<file path="src/rtl/gpio_port_pkg.sv">
package gpio_port_pkg;
  localparam int REG_AW = 3;

  typedef enum logic [REG_AW-1:0] {
    REG_DRIVE_HI = 3'd0,
    REG_DRIVE_LO = 3'd1,
    REG_RELEASE  = 3'd2,
    REG_LEVELS   = 3'd3,
    REG_IN_ARM   = 3'd4
  } reg_sel_e;

  typedef struct packed {
    logic drive_hi;
    logic drive_lo;
    logic rel;
    logic arm;
    logic rd_any;
    logic rd_levels;
  } bus_cmd_t;
endpackage

</file>
<file path="src/rtl/gpio_bus_decode.sv">
module gpio_bus_decode
  import gpio_port_pkg::*;
(
  input  logic              bus_sel,
  input  logic              bus_wr,
  input  logic [REG_AW-1:0] bus_addr,
  output bus_cmd_t          cmd
);
  logic wr_en;
  logic rd_en;

  assign wr_en = bus_sel & bus_wr;
  assign rd_en = bus_sel & ~bus_wr;

  always_comb begin
    cmd           = '0;
    cmd.drive_hi  = wr_en && (bus_addr == REG_DRIVE_HI);
    cmd.drive_lo  = wr_en && (bus_addr == REG_DRIVE_LO);
    cmd.rel       = wr_en && (bus_addr == REG_RELEASE);
    cmd.arm       = wr_en && (bus_addr == REG_IN_ARM);
    cmd.rd_any    = rd_en;
    cmd.rd_levels = rd_en && (bus_addr == REG_LEVELS);
  end
endmodule

</file>
<file path="src/rtl/gpio_pin_state.sv">
module gpio_pin_state #(
  parameter int PIN_CNT = 32
) (
  input  logic               clk,
  input  logic               rst,
  input  logic               drive_hi,
  input  logic               drive_lo,
  input  logic               rel,
  input  logic [PIN_CNT-1:0] wmask,
  output logic [PIN_CNT-1:0] out_q,
  output logic [PIN_CNT-1:0] oe_q
);
  for (genvar i = 0; i < PIN_CNT; i++) begin : g_pin
    always_ff @(posedge clk) begin
      if (rst) begin
        out_q[i] <= 1'b0;
        oe_q[i]  <= 1'b0;
      end else if (wmask[i]) begin
        if (drive_hi) begin
          out_q[i] <= 1'b1;
          oe_q[i]  <= 1'b1;
        end else if (drive_lo) begin
          out_q[i] <= 1'b0;
          oe_q[i]  <= 1'b1;
        end else if (rel) begin
          oe_q[i]  <= 1'b0;
        end
      end
    end
  end
endmodule

</file>
<file path="src/rtl/gpio_input_path.sv">
module gpio_input_path #(
  parameter int PIN_CNT     = 32,
  parameter int SYNC_STAGES = 2
) (
  input  logic               clk,
  input  logic               rst,
  input  logic               arm,
  input  logic [PIN_CNT-1:0] pin_in,
  output logic [PIN_CNT-1:0] level,
  output logic [PIN_CNT-1:0] irq_q
);
  localparam int LAST = SYNC_STAGES - 1;

  logic [SYNC_STAGES-1:0][PIN_CNT-1:0] sync_q;
  logic                                armed_q;

  always_ff @(posedge clk) begin
    if (rst) sync_q[0] <= '0;
    else     sync_q[0] <= pin_in;
  end

  for (genvar s = 1; s < SYNC_STAGES; s++) begin : g_stage
    always_ff @(posedge clk) begin
      if (rst) sync_q[s] <= '0;
      else     sync_q[s] <= sync_q[s-1];
    end
  end

  always_ff @(posedge clk) begin
    if (rst)      armed_q <= 1'b0;
    else if (arm) armed_q <= 1'b1;
  end

  assign level = sync_q[LAST] & {PIN_CNT{armed_q}};

  always_ff @(posedge clk) begin
    if (rst) irq_q <= '0;
    else     irq_q <= level;
  end
endmodule

</file>
<file path="src/rtl/gpio_setclr_port.sv">
module gpio_setclr_port
  import gpio_port_pkg::*;
#(
  parameter int PIN_CNT     = 32,
  parameter int SYNC_STAGES = 2
) (
  input  logic               clk,
  input  logic               rst,
  input  logic               bus_sel,
  input  logic               bus_wr,
  input  logic [REG_AW-1:0]  bus_addr,
  input  logic [PIN_CNT-1:0] bus_wdata,
  output logic [PIN_CNT-1:0] bus_rdata,
  input  logic [PIN_CNT-1:0] pin_in,
  output logic [PIN_CNT-1:0] pin_out,
  output logic [PIN_CNT-1:0] pin_oe,
  output logic [PIN_CNT-1:0] pin_irq
);
  bus_cmd_t           cmd;
  logic [PIN_CNT-1:0] level;

  gpio_bus_decode i_decode (
    .bus_sel  (bus_sel),
    .bus_wr   (bus_wr),
    .bus_addr (bus_addr),
    .cmd      (cmd)
  );

  gpio_pin_state #(.PIN_CNT(PIN_CNT)) i_state (
    .clk      (clk),
    .rst      (rst),
    .drive_hi (cmd.drive_hi),
    .drive_lo (cmd.drive_lo),
    .rel      (cmd.rel),
    .wmask    (bus_wdata),
    .out_q    (pin_out),
    .oe_q     (pin_oe)
  );

  gpio_input_path #(.PIN_CNT(PIN_CNT), .SYNC_STAGES(SYNC_STAGES)) i_inpath (
    .clk    (clk),
    .rst    (rst),
    .arm    (cmd.arm),
    .pin_in (pin_in),
    .level  (level),
    .irq_q  (pin_irq)
  );

  always_ff @(posedge clk) begin
    if (rst)             bus_rdata <= '0;
    else if (cmd.rd_any) bus_rdata <= cmd.rd_levels ? level : pin_out;
  end
endmodule

</file>
<file path="config.mk">
export PLATFORM = sky130hd
export DESIGN_NAME = gpio_setclr_port
export DESIGN_NICKNAME = d
export VERILOG_FILES = /design/src/rtl/gpio_port_pkg.sv /design/src/rtl/gpio_bus_decode.sv /design/src/rtl/gpio_pin_state.sv /design/src/rtl/gpio_input_path.sv /design/src/rtl/gpio_setclr_port.sv
export SDC_FILE = /design/constraint.sdc
export NUM_CORES = 1
export LEC_CHECK = 0
export ABC_CLOCK_PERIOD_IN_PS = 3900
export CAP_MARGIN = 20
export CORE_ASPECT_RATIO = 0.6
export CORE_MARGIN = 2
export CORE_UTILIZATION = 59
export DETAILED_ROUTE_END_ITERATION = 12
export DONT_BUFFER_PORTS = 1
export GPL_TIMING_DRIVEN = 0
export PLACE_DENSITY = 0.8
export SYNTH_ARGS = -nofsm -noshare
export SYNTH_HDL_FRONTEND = slang
export SYNTH_HIERARCHICAL = 1
export SYNTH_SLANG_ARGS = --single-unit
</file>
<file path="constraint.sdc">
create_clock -name clk -period 3.9 [get_ports clk]
set_clock_uncertainty 0.15 [all_clocks]
set_input_delay 0.78 -clock clk [delete_from_list [all_inputs] [get_ports clk]]
set_output_delay 0.78 -clock clk [all_outputs]
set_load 0.05 [all_outputs]
</file>
==> results.md <==
- Setup repair after global routing left no endpoint under its margin.
- At the pin with the least slew margin, the transition time is 1.021 ns.
- The floorplan step set the die width to 146.9 um.
- Counting every instance in the synthesized netlist gives 673.
- The synthesized-area fraction occupied by adder cells is 0.
- Across every metal layer, demand over resource in global routing totals 0.2519.
- The highest achievable clock rate is 0.4591 GHz.
- The I/O pin total is 199.
- The share of total power dissipated in combinational logic is 0.041.
- TritonCTS built the clock tree.
- The total via count after detailed routing is 4889.
- Yosys attributes the largest share of cell area to sky130_fd_sc_hd__dfxtp_1, sky130_fd_sc_hd__nor2b_1, sky130_fd_sc_hd__a21bo_2, sky130_fd_sc_hd__mux2i_1, sky130_fd_sc_hd__a21bo_1.
- The minimum clock period is 2.178 ns.
- The static leakage power is 3.089 nW.
- The library cell with the largest summed area after synthesis is sky130_fd_sc_hd__dfxtp_1.
- The post-CTS clock slew at the launch and capture registers of the worst setup and hold paths is 0.07 ns.
- The detailed router finished its first iteration with 173 violations.
- In this run the worst path has a maximum fanout of 10.
- At the end of routability-driven placement, the weighted congestion stood at 0.8507.
- For this design, the CTS-stage hold fixing added 0 buffers.
- For this configuration, the core starts out at a cell density of 0.6031.
- The type of the worst setup path is input port to flop.
- The classification of the worst-slack hold path is input port to flop.
- The synthesized netlist occupies a cell area of 7228 um2.
- The number of slew-limit violations in the final report is 0.
- Detailed placement ended at an HPWL of 12.79 mm.
- The share of total power dissipated in sequential elements is 0.537.
- The type of element capturing the critical path is a flop.
- The final total negative setup slack is 0 ns.
- Of the total power, the share spent switching nets is 0.2536.
- The buffer count from post-CTS setup fixing is 0.
- The portion of synthesized area spent on multiplexers is 0.04431.
- The critical path goes through nand2_1, nor4b_1, buf_2, a21bo_2, a21oi_1.
- The share of synthesized area in the top cell type comes to 0.5345.
- The core box area is 11990 um2.
- Max-cap violations in this run came to 0.
- The most used flip-flop cell after synthesis is sky130_fd_sc_hd__dfxtp_1.
- The area overhead of the layout relative to synthesis is 11.08%.
- The combinational family with the most area after synthesis is compound AO/OA/AOI/OAI gates.
- The post-layout utilization of the core is 0.6699.
- The flow ran to the end, and the final reports show no timing, DRC or antenna violations.
- The number of enable-type register cells in the synthesized netlist is 0.
- The net switching power figure is 1.030 mW.
- In the final routed layout, each cell accounts on average for 19.17 um.
- In this run, post-CTS repair resized a total of 0 instances.
- The final count of negative-setup-slack endpoints is 0.
- Cell internal power was estimated by the tool at 3.031 mW.
- The worst vdd rail ir drop is 0.3394 mV.
- The remaining global-route overflow is 0.
- Of the total synthesized cell area, the portion taken by XOR and XNOR cells is 0.
- Entering global routing, the biggest net connects 19 pins.
- The number of synthesized register bits is 193.
- The clock latency at the later pin of the worst-skew pair is 0.42 ns.
- The number of placed instances, taps included, is 838.
- The final layout contains 763 nets.
- The die height is 89.74 um.
- In this run the remaining antenna-violating nets after routing total 0.
- The hold violation total from the final report came to 0.
- The number of remaining DRC errors is 0.
- Buffers inserted during clock tree synthesis total 17.
- The number of antenna violations at the first check in global routing is 1.
- Counting both buffers and inverters, the worst setup path holds a total of 1.
- Data on the critical path is required at its endpoint by 4.05 ns.
- The power per standard cell area is 505.8 nW/um2.
- The via count of the first global-routing pass was 4945.
- Of the total synthesized cell area, the portion taken by AND, OR, NAND and NOR gates is 0.1629.
- The final clock period utilization by the worst path is 0.5585.
- The cell row count is 31.
- The largest individual stage delay along the critical path comes from the cell sky130_fd_sc_hd__nor4b_1.
- Synthesis produced a netlist with a net count of 744.
- The sink count of the clock tree is 193.
- In this run the tool buffered the top-level ports with 0 buffer cells.
- The deepest clock path buffer count is 2.
- Data on the critical path arrives at its endpoint at 2.33 ns.
- The number of non-filler instances in the completed layout is 872.
- The average instance in the mapped netlist occupies 10.74 um2.
- The share of cells above drive strength 1 is 0.2085.
- Counting the fill cells in the layout gives 910.
- The first detailed-routing pass took 4 iterations.
- The number of library cell types mapped by synthesis is 25.
- Counting flops with an async set or reset pin after synthesis yields a share of 0.
- The root buffer cell is sky130_fd_sc_hd__clkbuf_16.
- The die covers 13180 um2.
- The wire length reported by the detailed router is 16.71 mm.
- The worst setup path is launched from an input port.
- Among cell families on the critical path, the largest total delay comes from simple AND/OR/NAND/NOR gates.
- The clock tree synthesis step divided the H-tree into 4 levels.
- The share of total power dissipated in the clock network is 0.422.
- The Yosys warning count is 6.
- The area fraction in compound gates after synthesis came to 0.2043.
- The wire length of the first global-routing pass is 25.90 mm.
- In this design, the stage delay of the slowest critical-path cell is 0.85 ns.
- The via density per instance is 5.607.
- The worst pin sits at a relative slew slack of 0.3096.
- The share of the Yosys chip area taken by registers is 0.5345.
cell type report:
cell class	count	area, um2	share of cell area
clock buffer	18	439.2	0.05470
multi-input combinational	424	2974	0.3704
clock inverter	14	150.1	0.01870
antenna	2	5.005	0.0006233
tap	165	206.4	0.02571
buffer	56	390.4	0.04862
sequential	193	3864	0.4812
registers in the layout (all words and copies together) (netlist names):
name	flops
bus_rdata	32
i_inpath/armed_q	1
i_inpath/irq_q	32
i_inpath/sync_q	64
i_state/oe_q	32
i_state/out_q	32
Yosys cell counts, types with 3 or more instances:
| cell type | n |
|---|---|
| sky130_fd_sc_hd__buf_12 | 3 |
| sky130_fd_sc_hd__nor2_1 | 32 |
| sky130_fd_sc_hd__mux2i_1 | 32 |
| sky130_fd_sc_hd__buf_2 | 29 |
| sky130_fd_sc_hd__o21ai_1 | 9 |
| sky130_fd_sc_hd__buf_4 | 7 |
| sky130_fd_sc_hd__a211oi_1 | 32 |
| sky130_fd_sc_hd__clkbuf_1 | 7 |
| sky130_fd_sc_hd__and3b_1 | 32 |
| sky130_fd_sc_hd__a21oi_2 | 28 |
| sky130_fd_sc_hd__nor4b_1 | 3 |
| sky130_fd_sc_hd__a21oi_1 | 36 |
| sky130_fd_sc_hd__a21bo_1 | 28 |
| sky130_fd_sc_hd__nand2_1 | 33 |
| sky130_fd_sc_hd__buf_6 | 9 |
| sky130_fd_sc_hd__a21bo_2 | 36 |
| sky130_fd_sc_hd__nor2b_1 | 64 |
| sky130_fd_sc_hd__and2_1 | 32 |
| sky130_fd_sc_hd__o21ai_0 | 23 |
| sky130_fd_sc_hd__dfxtp_1 | 193 |
worst paths after layout:
path | startpoint | endpoint | slack (ns) | depth (start not counted)
worst min register to register | i_inpath/sync_q[16] | i_inpath/sync_q[48] | 0.29 | 1
worst max register to register | i_inpath/armed_q | bus_rdata[25] | 2.36 | 5
worst max-delay path | bus_sel | i_state/oe_q[19] | 1.72 | 5
worst min-delay path | rst | bus_rdata[31] | 0.28 | 1
layout by cell type, fill, tap and decap left out, types with 2 or more instances in the layout:
cell,count
sky130_fd_sc_hd__clkinv_2,2
sky130_fd_sc_hd__a21bo_1,28
sky130_fd_sc_hd__clkinvlp_4,3
sky130_fd_sc_hd__a21bo_2,36
sky130_fd_sc_hd__clkinv_4,2
sky130_fd_sc_hd__nand2_1,33
sky130_fd_sc_hd__mux2i_1,32
sky130_fd_sc_hd__o21ai_0,23
sky130_fd_sc_hd__a21oi_1,36
sky130_fd_sc_hd__and3b_1,32
sky130_fd_sc_hd__nor2b_1,64
sky130_fd_sc_hd__buf_12,3
sky130_fd_sc_hd__o21ai_1,9
sky130_fd_sc_hd__diode_2,2
sky130_fd_sc_hd__a211oi_1,32
sky130_fd_sc_hd__a21oi_2,28
sky130_fd_sc_hd__nor2_1,32
sky130_fd_sc_hd__and2_1,32
sky130_fd_sc_hd__buf_2,29
sky130_fd_sc_hd__inv_8,4
sky130_fd_sc_hd__buf_4,7
sky130_fd_sc_hd__clkbuf_1,7
sky130_fd_sc_hd__buf_6,9
sky130_fd_sc_hd__nor4b_1,3
sky130_fd_sc_hd__dfxtp_1,193
sky130_fd_sc_hd__clkbuf_16,17
power by group through the flow:
stage          logic, mW  clock network [mW]  registers (mW)
6_report           0.168                1.71            2.18
5_1_grt            0.187                1.82            2.19
4_1_cts            0.168                1.74            2.18
3_5_place_dp       0.167                   0            2.23
3_3_place_gp       0.158                   0            2.22
2_1_floorplan      0.135                   0            2.21
per-stage QoR:
stage	hold WS [ns]	area, um2	worst slack [ns]	power, mW
after floorplan	0.2638	7228	1.850	2.344
after global placement	0.2747	7435	1.456	2.383
after detailed placement	0.2718	7435	1.385	2.393
after CTS	0.2615	8024	1.783	4.084
after global routing	0.2668	8026	1.618	4.191
final	0.2808	8029	1.722	4.061
kinds of logic after synthesis:
| logic type | Yosys count |
|---|---|
| compound gates | 193 |
| flops | 193 |
| buf+inv | 56 |
| mux | 32 |
| simple gates | 199 |
layer usage:
layer	part of all wire	global-route usage
met1	0.43	0.3080
met2	0.46	0.4081
met3	0.10	0.1137
met4	0.010	0.06490
met5	0	0
Power figures use the tool's default switching activity.
